===== config.mk =====
export PLATFORM = sky130hd
export DESIGN_NAME = grav_pipe
export DESIGN_NICKNAME = d
export VERILOG_FILES = /design/src/rtl/grav_pkg.sv /design/src/rtl/grav_s1.sv /design/src/rtl/grav_s2.sv /design/src/rtl/grav_s3.sv /design/src/rtl/grav_s4.sv /design/src/rtl/grav_pipe.sv
export SDC_FILE = /design/constraint.sdc
export NUM_CORES = 2
export LEC_CHECK = 0
export BUFFER_PORTS_ARGS = -buffer_cell sky130_fd_sc_hd__buf_2
export CORE_UTILIZATION = 66
export CTS_BUF_LIST = sky130_fd_sc_hd__clkbuf_4
export DETAILED_ROUTE_END_ITERATION = 16
export HOLD_SLACK_MARGIN = 0.06
export PLACE_DENSITY = 0.83
export SYNTH_ARGS = -nofsm -noshare
export SYNTH_HDL_FRONTEND = slang
export SYNTH_SLANG_ARGS = --single-unit

===== constraint.sdc =====
create_clock -name clk -period 0.8 [get_ports clk]
set_clock_uncertainty 0.1 [all_clocks]
set_input_delay 0.04 -clock clk [delete_from_list [all_inputs] [get_ports clk]]
set_output_delay 0.04 -clock clk [all_outputs]
set_load 0.01 [all_outputs]

===== src/rtl/grav_pkg.sv =====
package grav_pkg;
  // Register stages between operand capture and result.
  localparam int unsigned GRAV_LATENCY = 4;

  function automatic int unsigned grav_max(input int unsigned a, input int unsigned b);
    return (a > b) ? a : b;
  endfunction
endpackage


===== src/rtl/grav_s1.sv =====
// Stage 1: constant times first mass, and both coordinate differences, side by side.
module grav_s1 #(
  parameter int CW = 12,
  parameter int MW = 12,
  parameter int KW = 8,
  parameter logic [KW-1:0] K_VAL = '0,
  localparam int DW = CW + 1,
  localparam int PW = KW + MW
) (
  input  logic                 clk,
  input  logic                 rst_n,
  input  logic                 v_in,
  input  logic [MW-1:0]        m1,
  input  logic [MW-1:0]        m2,
  input  logic [CW-1:0]        pa [2],
  input  logic [CW-1:0]        pb [2],
  output logic                 v_out,
  output logic [PW-1:0]        km1_q,
  output logic [MW-1:0]        m2_q,
  output logic signed [DW-1:0] d_q [2]
);
  logic [PW-1:0]        km1_d;
  logic signed [DW-1:0] d_d [2];

  always_comb begin
    km1_d = PW'(K_VAL) * PW'(m1);
  end

  for (genvar a = 0; a < 2; a++) begin : g_diff
    always_comb begin
      d_d[a] = {pa[a][CW-1], pa[a]} - {pb[a][CW-1], pb[a]};
    end

    always_ff @(posedge clk) begin
      if (v_in) d_q[a] <= d_d[a];
    end
  end

  always_ff @(posedge clk or negedge rst_n) begin
    if (!rst_n) v_out <= 1'b0;
    else        v_out <= v_in;
  end

  always_ff @(posedge clk) begin
    if (v_in) begin
      km1_q <= km1_d;
      m2_q  <= m2;
    end
  end
endmodule


===== src/rtl/grav_s2.sv =====
// Stage 2: full numerator product and both squarings, side by side.
module grav_s2 #(
  parameter int DW = 13,
  parameter int MW = 12,
  parameter int PW = 20,
  localparam int NW  = PW + MW,
  localparam int SQW = 2 * DW
) (
  input  logic                 clk,
  input  logic                 rst_n,
  input  logic                 v_in,
  input  logic [PW-1:0]        km1,
  input  logic [MW-1:0]        m2,
  input  logic signed [DW-1:0] d [2],
  output logic                 v_out,
  output logic [NW-1:0]        num_q,
  output logic [SQW-1:0]       sq_q [2]
);
  logic [NW-1:0] num_d;

  always_comb begin
    num_d = NW'(km1) * NW'(m2);
  end

  for (genvar a = 0; a < 2; a++) begin : g_sq
    logic signed [SQW-1:0] prod;
    always_comb begin
      prod = d[a] * d[a];
    end

    always_ff @(posedge clk) begin
      if (v_in) sq_q[a] <= prod;
    end
  end

  always_ff @(posedge clk or negedge rst_n) begin
    if (!rst_n) v_out <= 1'b0;
    else        v_out <= v_in;
  end

  always_ff @(posedge clk) begin
    if (v_in) num_q <= num_d;
  end
endmodule


===== src/rtl/grav_s3.sv =====
// Stage 3: denominator sum; numerator carried unchanged.
module grav_s3 #(
  parameter int SQW = 26,
  parameter int NW  = 32,
  localparam int DENW = SQW + 1
) (
  input  logic            clk,
  input  logic            rst_n,
  input  logic            v_in,
  input  logic [NW-1:0]   num,
  input  logic [SQW-1:0]  sq [2],
  output logic            v_out,
  output logic [NW-1:0]   num_q,
  output logic [DENW-1:0] den_q
);
  logic [DENW-1:0] den_d;

  always_comb begin
    den_d = DENW'(sq[0]) + DENW'(sq[1]);
  end

  always_ff @(posedge clk or negedge rst_n) begin
    if (!rst_n) v_out <= 1'b0;
    else        v_out <= v_in;
  end

  always_ff @(posedge clk) begin
    if (v_in) begin
      num_q <= num;
      den_q <= den_d;
    end
  end
endmodule


===== src/rtl/grav_s4.sv =====
// Stage 4: single-cycle divide with zero-distance guard.
module grav_s4 #(
  parameter int NW   = 32,
  parameter int DENW = 27,
  localparam int OPW = grav_pkg::grav_max(NW, DENW)
) (
  input  logic            clk,
  input  logic            rst_n,
  input  logic            v_in,
  input  logic [NW-1:0]   num,
  input  logic [DENW-1:0] den,
  output logic            v_out,
  output logic [NW-1:0]   q_out,
  output logic            z_out
);
  logic [OPW-1:0] quo;
  logic [NW-1:0]  q_d;
  logic           z_d;
  logic [NW-1:0]  q_q;
  logic           z_q;
  logic           v_q;

  always_comb begin
    z_d = (den == '0);
    quo = z_d ? '0 : (OPW'(num) / OPW'(den));
    q_d = z_d ? '1 : quo[NW-1:0];
  end

  always_ff @(posedge clk or negedge rst_n) begin
    if (!rst_n) v_q <= 1'b0;
    else        v_q <= v_in;
  end

  always_ff @(posedge clk) begin
    if (v_in) begin
      q_q <= q_d;
      z_q <= z_d;
    end
  end

  assign v_out = v_q;
  assign q_out = q_q;
  assign z_out = z_q & v_q;
endmodule


===== src/rtl/grav_pipe.sv =====
module grav_pipe #(
  parameter int CW = 12,
  parameter int MW = 12,
  parameter int KW = 8,
  parameter logic [KW-1:0] GRAV_K = 8'd5,
  localparam int DW   = CW + 1,
  localparam int PW   = KW + MW,
  localparam int SQW  = 2 * DW,
  localparam int DENW = SQW + 1,
  localparam int QW   = KW + 2 * MW
) (
  input  logic          clk,
  input  logic          rst_n,
  input  logic          in_valid,
  input  logic [MW-1:0] m1,
  input  logic [MW-1:0] m2,
  input  logic [CW-1:0] x1,
  input  logic [CW-1:0] y1,
  input  logic [CW-1:0] x2,
  input  logic [CW-1:0] y2,
  output logic          out_valid,
  output logic [QW-1:0] out_force,
  output logic          out_div0
);
  // Reset: asserted asynchronously, released on the clock.
  logic rst_meta, rst_n_sync;
  logic [1:0] rst_chain_d;

  always_comb begin
    rst_chain_d = {rst_meta, 1'b1};
  end

  always_ff @(posedge clk or negedge rst_n) begin
    if (!rst_n) {rst_n_sync, rst_meta} <= 2'b00;
    else        {rst_n_sync, rst_meta} <= rst_chain_d;
  end

  logic [CW-1:0] pa [2];
  logic [CW-1:0] pb [2];
  assign pa[0] = x1;
  assign pa[1] = y1;
  assign pb[0] = x2;
  assign pb[1] = y2;

  logic                 v1, v2, v3;
  logic [PW-1:0]        km1_1;
  logic [MW-1:0]        m2_1;
  logic signed [DW-1:0] d_1 [2];
  logic [QW-1:0]        num_2, num_3;
  logic [SQW-1:0]       sq_2 [2];
  logic [DENW-1:0]      den_3;

  grav_s1 #(.CW(CW), .MW(MW), .KW(KW), .K_VAL(GRAV_K)) u_s1 (
    .clk(clk), .rst_n(rst_n_sync), .v_in(in_valid),
    .m1(m1), .m2(m2), .pa(pa), .pb(pb),
    .v_out(v1), .km1_q(km1_1), .m2_q(m2_1), .d_q(d_1)
  );

  grav_s2 #(.DW(DW), .MW(MW), .PW(PW)) u_s2 (
    .clk(clk), .rst_n(rst_n_sync), .v_in(v1),
    .km1(km1_1), .m2(m2_1), .d(d_1),
    .v_out(v2), .num_q(num_2), .sq_q(sq_2)
  );

  grav_s3 #(.SQW(SQW), .NW(QW)) u_s3 (
    .clk(clk), .rst_n(rst_n_sync), .v_in(v2),
    .num(num_2), .sq(sq_2),
    .v_out(v3), .num_q(num_3), .den_q(den_3)
  );

  grav_s4 #(.NW(QW), .DENW(DENW)) u_s4 (
    .clk(clk), .rst_n(rst_n_sync), .v_in(v3),
    .num(num_3), .den(den_3),
    .v_out(out_valid), .q_out(out_force), .z_out(out_div0)
  );
endmodule


==> metrics.sh, run 1 <==
OUTCOME='stopped before the end'
FAILING_STEP='4_1_cts'
ERROR='[ERROR DPL-0038] Utilization greater than 100%, impossible to legalize'
NUMPORTBUFFERS=108
DIE_WIDTH_UM=288
SYNTHCELLS=6438
NUMCTSBUFFERS=69
CLOCK_TREE.ROOT_CELL='clkbuf_4'
PRE_CTS_WS_NS=-64.50
SYNTH-EDFF-COUNT=217
INITIAL_CORE_UTIL=0.669
POST_CTS.RESIZED_INSTANCES=612
SYNTH_TOP_FLOP_CELL='edfxtp_1'
DIE_HEIGHT_UM=288
COMPOUND_GATE_FRACTION_OF_SYNTH_AREA=0.196
SYNTH-SEQ-AREA-SHARE=0.123
SYNTHMUXAREASHARE=0.0342
SYNTH_FA_HA_AREA_FRAC=0.339
IOPINCOUNT=109
GP_ROUTABILITY_CONGESTION=1.15
NUMCLOCKSINKS=223
SYNTHESIS.YOSYS.WARNINGS=0
SYNTHDISTINCTLIBCELLS=104
LARGEST_FAMILY_OF_LOGIC_CELLS_BY_SYNTHESIZED_AREA='adder cells'
YOSYS.AREA_SHARE.XOR_XNOR=0.0700
SYNTH-SIMPLE-AREA-SHARE=0.179
CTSHOLDBUFFERS=51
PLACE.DETAILED.HPWL_UM=215000
YOSYS_REGISTER_BITS=223
CTS_BUFFER_DEPTH=3
DP_CELLS=9742
POST-CTS-SETUP-BUFFER-COUNT=229
YS_ASYNC_SR_FRACTION=0.0269
AVG_CELL_AREA_SYN_UM2=8.40
MAPPEDNETLISTAREA_UM2=54100
PLACEMENTROWS=104
HTREEDEPTH=3
## Yosys cell counts, drive strengths merged (20+ instances only)
library cell,n,share of area
nand4,45,0.0052
and2,193,0.022
o31ai,46,0.0064
ha,793,0.18
inv,643,0.045
o211ai,73,0.010
mux2i,36,0.0067
or2,39,0.0045
o21bai,57,0.0079
fa,419,0.16
mux2,122,0.027
a31oi,67,0.0081
clkbuf,151,0.010
buf,38,0.0042
nor2b,72,0.0083
o21a,129,0.018
nand2b,55,0.0064
nor2,475,0.033
a221oi,26,0.0044
edfxtp,217,0.12
o21ai,263,0.024
a21oi,383,0.035
a211oi,51,0.0073
and3,67,0.0078
xnor2,284,0.046
nand2,622,0.043
xor2,148,0.024
or3,64,0.0074
nor3,167,0.016
a21o,197,0.027
nand3,106,0.0098
nor4,36,0.0051
o22ai,20,0.0023
a21boi,31,0.0044
## cells by family after synthesis
logic type | after synthesis
XOR/XNOR | 432
flip-flops | 223
multiplexers | 158
adder cells (fa/ha/maj) | 1212
AO/OA/AOI/OAI | 1573
AND/OR/NAND/NOR | 2005
buffers and inverters | 833
other | 2
## per-stage QoR
step / cell area, µm² / hold WS [ns]
2_1_floorplan: 57200 / -0.356
3_3_place_gp: 75100 / -0.264
3_5_place_dp: 75100 / -0.263
==> run 2: changes to the inputs <==
--- a/config.mk
+++ b/config.mk
@@ -6,11 +6,9 @@
 export NUM_CORES = 2
 export LEC_CHECK = 0
 export BUFFER_PORTS_ARGS = -buffer_cell sky130_fd_sc_hd__buf_2
-export CORE_UTILIZATION = 66
-export CTS_BUF_LIST = sky130_fd_sc_hd__clkbuf_4
+export CORE_UTILIZATION = 40
 export DETAILED_ROUTE_END_ITERATION = 16
-export HOLD_SLACK_MARGIN = 0.06
-export PLACE_DENSITY = 0.83
+export PLACE_DENSITY_LB_ADDON = 0.15
 export SYNTH_ARGS = -nofsm -noshare
 export SYNTH_HDL_FRONTEND = slang
 export SYNTH_SLANG_ARGS = --single-unit
==> metrics.sh, run 2 <==
FINAL_CELL_AREA_UM2=85500
FINAL_NETS=10500
PLACED_AREA_UM2=77100  # +2.6%
VIAS_AFTER_DETAILED_ROUTING=58900
NUMPORTBUFFERS=108  # unchanged
TOTAL_DIE_AREA_UM2=137000
SYNTH-EDFF-COUNT=217  # unchanged
TIMING.MAX_SLEW.REL_SLACK=0.310
DRT-WIRELENGTH-PER-CELL_UM=19.3
SETUP.WORST_PATH.CLASS='register to register'
DIE_WIDTH_UM=370  # +28%
TIMING.HOLD.WORST_PATH_DEPTH=2
PLACEMENTROWS=134  # +29%
RRSETUPSLACK_NS=-58.91
CLK_LATENCY_NS=0.66
WHS_NS=-0.291
FINAL_WORST_SETUP_SLACK_NS=-58.91
YOSYS.CELL_COUNT.TOP_TYPE='ha_1'
ANTENNA_FOUND_INITIAL=6
SYNTH.TOP_CELLS.BY_AREA='ha_1 (18%), fa_1 (16%), edfxtp_1 (12%), xnor2_1 (4.6%), inv_1 (4.5%)'
WORST_HOLD_PATH_TYPE='primary input to register'
DIE_HEIGHT_UM=370  # +28%
FILL_CELLS=11500
CP.REQUIRED_NS=1.05
INSERTEDDIODECOUNT=0
GLOBALROUTETOTALUTIL=0.302
SYNTHCELLS=6438  # unchanged
PLACE.DETAILED.HPWL_UM=171000  # -20%
SYNTHDISTINCTLIBCELLS=104  # unchanged
POST-ROUTE-PERIOD-UTIL=74.6
LAYOUT.CELLS.MOST_COMMON_LIST='buf_4 (2,667), ha_1 (619), inv_1 (602)'
CRIT_PATH_FREQUENT_CELL='buf_4'
PRE_CTS_WS_NS=-62.58  # +1.92 ns
RSZ0062_AT_GRT='true'
CTS.REPORTEDPATHS.CLKPINSLEW_NS=0.07
SYNTH_LARGEST_TYPE_AREA_FRACTION=0.183  # unchanged
FIRST_PASS_DRT_ITERATIONS=8
VIOLATED_CHECKS='negative hold slack, negative setup slack'
WL_UM=213000
CORE_AREA_UM2=134000
TIMING.FMAX_GHz=0.0167
DETAIL_ROUTE.VIAS_PER_CELL=5.35
OUTCOME='complete, but fails checks'
TIMING.MAX_CAP.VIOLATIONS=0
GP_ROUTABILITY_CONGESTION=0.983  # -14%
GLOBALROUTE.TOTALOVERFLOW=0
TIMING_HOLD_VIOLATIONS_FINAL=31
HTREEDEPTH=1  # -2
GRT_PASS1_WL_UM=326000
INSTANCES_NO_FILL=11000
HOLD-PATH-ENDPOINT='u_s1.km1_q[2]$_DFFE_PP_'
SYNTH_TOP_CELLS_BY_COUNT='ha_1 (793), inv_1 (643), nand2_1 (621), nor2_1 (474), fa_1 (419)'
FIRST_GLOBAL_VIAS=59700
FINAL_LAYOUT_SIZE_SUFFIX_GT1_FRAC=0.438
CRITICAL-PATH-MAX-STAGE-DELAY_NS=0.57
SYNTH-SEQ-AREA-SHARE=0.123  # unchanged
WORST_EP_ARRIVAL_TIME_NS=59.97
INITIAL_CORE_UTIL=0.404  # -0.265
CTS_BUFFER_DEPTH=3  # unchanged
CRIT_PATH_START_KIND='register'
MAPPEDNETLISTAREA_UM2=54100  # unchanged
CP_SLOWEST_CELL='or4_4'
IOPINCOUNT=109  # unchanged
R2R_CELLS=311
CP-END-KIND='register'
SYNTHESIS.YOSYS.WARNINGS=0  # unchanged
FIRST_ITER_VIOLATIONS=4012
DRT.ANTENNA.VIOLATING_NETS=0
WORSTREG2REGSTART='u_s3.den_q[7]$_DFFE_PP_'
LAYOUT.CELLS.MOST_COMMON='buf_4'
PATH_MAX_FANOUT=12
TOTAL_SETUP_VIOLATIONS_REPORTED_AT_THE_END_OF_THE_FLOW=371
REPORT.FINAL.SLEW_VIOL_COUNT=0
HOLD_START='m1[2]'
YOSYS_REGISTER_BITS=223  # unchanged
TIGHTESTPINTRANSITION_NS=1.04
SYNTH_TOP_CELL_BY_AREA='ha_1'
PERIOD_NEEDED_NS=59.71
CLOCK_TREE.ROOT_CELL='clkbuf_16'
LARGEST_NET_DEGREE_AT_THE_START_OF_GLOBAL_ROUTING=31
TRITONCTS='done'
REGISTERS.TOP_BY_FF_COUNT='u_s2.sq_q'
AVG_CELL_AREA_SYN_UM2=8.40  # unchanged
SYNTH_TOP_FLOP_CELL='edfxtp_1'
YS_ASYNC_SR_FRACTION=0.0269  # unchanged
NUMCLOCKSINKS=223  # unchanged
LARGEST_REGISTER_FFS=50
SYN_TO_FINAL_GROWTH_PCT=58.1
CRIT-REG2REG-CAPTURE='u_s4.q_out[0]$_SDFFCE_PP1P_'
DP_CELLS=10600  # +8.5%
DRC_ERRORS=0
NUMCTSBUFFERS=30  # -57%
run 2: cell counts after synthesis:
No cell type changed its count.
run 2: stage by stage:
step	utilization	setup TNS, ns
6_report	0.639	-1222.99
5_1_grt	0.639	-1279.44
4_1_cts	0.616	-1205.37
3_5_place_dp	0.576	-1284.16
3_3_place_gp	0.576	-1268.00
2_1_floorplan	-	-1212.00
run 2: per-layer routing:
| layer | track usage | routed length (µm) |
|---|---|---|
| met1 | 0.405 | 95500 |
| met2 | 0.508 | 99100 |
| met3 | 0.0290 | 10800 |
| met4 | 0.0969 | 7620 |
| met5 | 0 | 0 |
run 2: layout make-up:
class / count / area [µm²] / share of cell area
sequential: 223 / 6680 / 0.0781
timing repair buffer: 2941 / 22800 / 0.267
inverter: 643 / 2470 / 0.0290
multi-input combinational: 5386 / 50300 / 0.588
clock buffer: 34 / 766 / 0.00896
clock inverter: 20 / 293 / 0.00343
tap: 1768 / 2210 / 0.0259
run 2: worst max-delay path: cells and delay by family (launching register included):
| family | cells | cell delay [ns] |
|---|---|---|
| fa+ha+maj | 28 | 7.11 |
| compound gates | 142 | 29.19 |
| flops | 1 | 0.39 |
| simple gates | 66 | 11.19 |
| buf+inv | 64 | 8.61 |
| mux | 10 | 2.58 |
| xor+xnor | 1 | 0.15 |
run 2: timing repair:
item	CTS	global route
cloned	6	2
gates resized for setup	431	435
pin swaps	246	311
endpoints found under the hold margin	106	30
buffers inserted	246	127
endpoints found under the setup margin	368	372
hold buffers	20	1
run 2: cells by family after synthesis:
kind of cell,count (synthesis),share of synthesized area
compound gates,1573,0.196
xor+xnor,432,0.0700
fa+ha+maj,1212,0.339
buf+inv,833,0.0595
flops,223,0.123
mux,158,0.0342
other cells,2,0.000139
simple gates,2005,0.179
run 2: how the worst max path moves through the flow:
| stage | from | to | slack, ns | cells after the start |
|---|---|---|---|---|
| finish | u_s3.den_q[7]$_DFFE_PP_ | u_s4.q_out[0]$_SDFFCE_PP1P_ | -58.91 | 311 |
| detailed placement | u_s3.den_q[4]$_DFFE_PP_ | u_s4.q_out[0]$_SDFFCE_PP1P_ | -62.58 | 294 |
| CTS | u_s3.den_q[11]$_DFFE_PP_ | u_s4.q_out[0]$_SDFFCE_PP1P_ | -57.60 | 304 |
| global route | u_s3.den_q[7]$_DFFE_PP_ | u_s4.q_out[0]$_SDFFCE_PP1P_ | -61.06 | 319 |
| global placement | u_s3.den_q[4]$_DFFE_PP_ | u_s4.q_out[0]$_SDFFCE_PP1P_ | -61.70 | 294 |
| floorplan | u_s3.den_q[0]$_DFFE_PP_ | u_s4.q_out[0]$_SDFFCE_PP1P_ | -58.76 | 318 |
Power of run 2 is not shown: default switching activity piles up to over one toggle a cycle in this logic, so the estimate is an artifact.
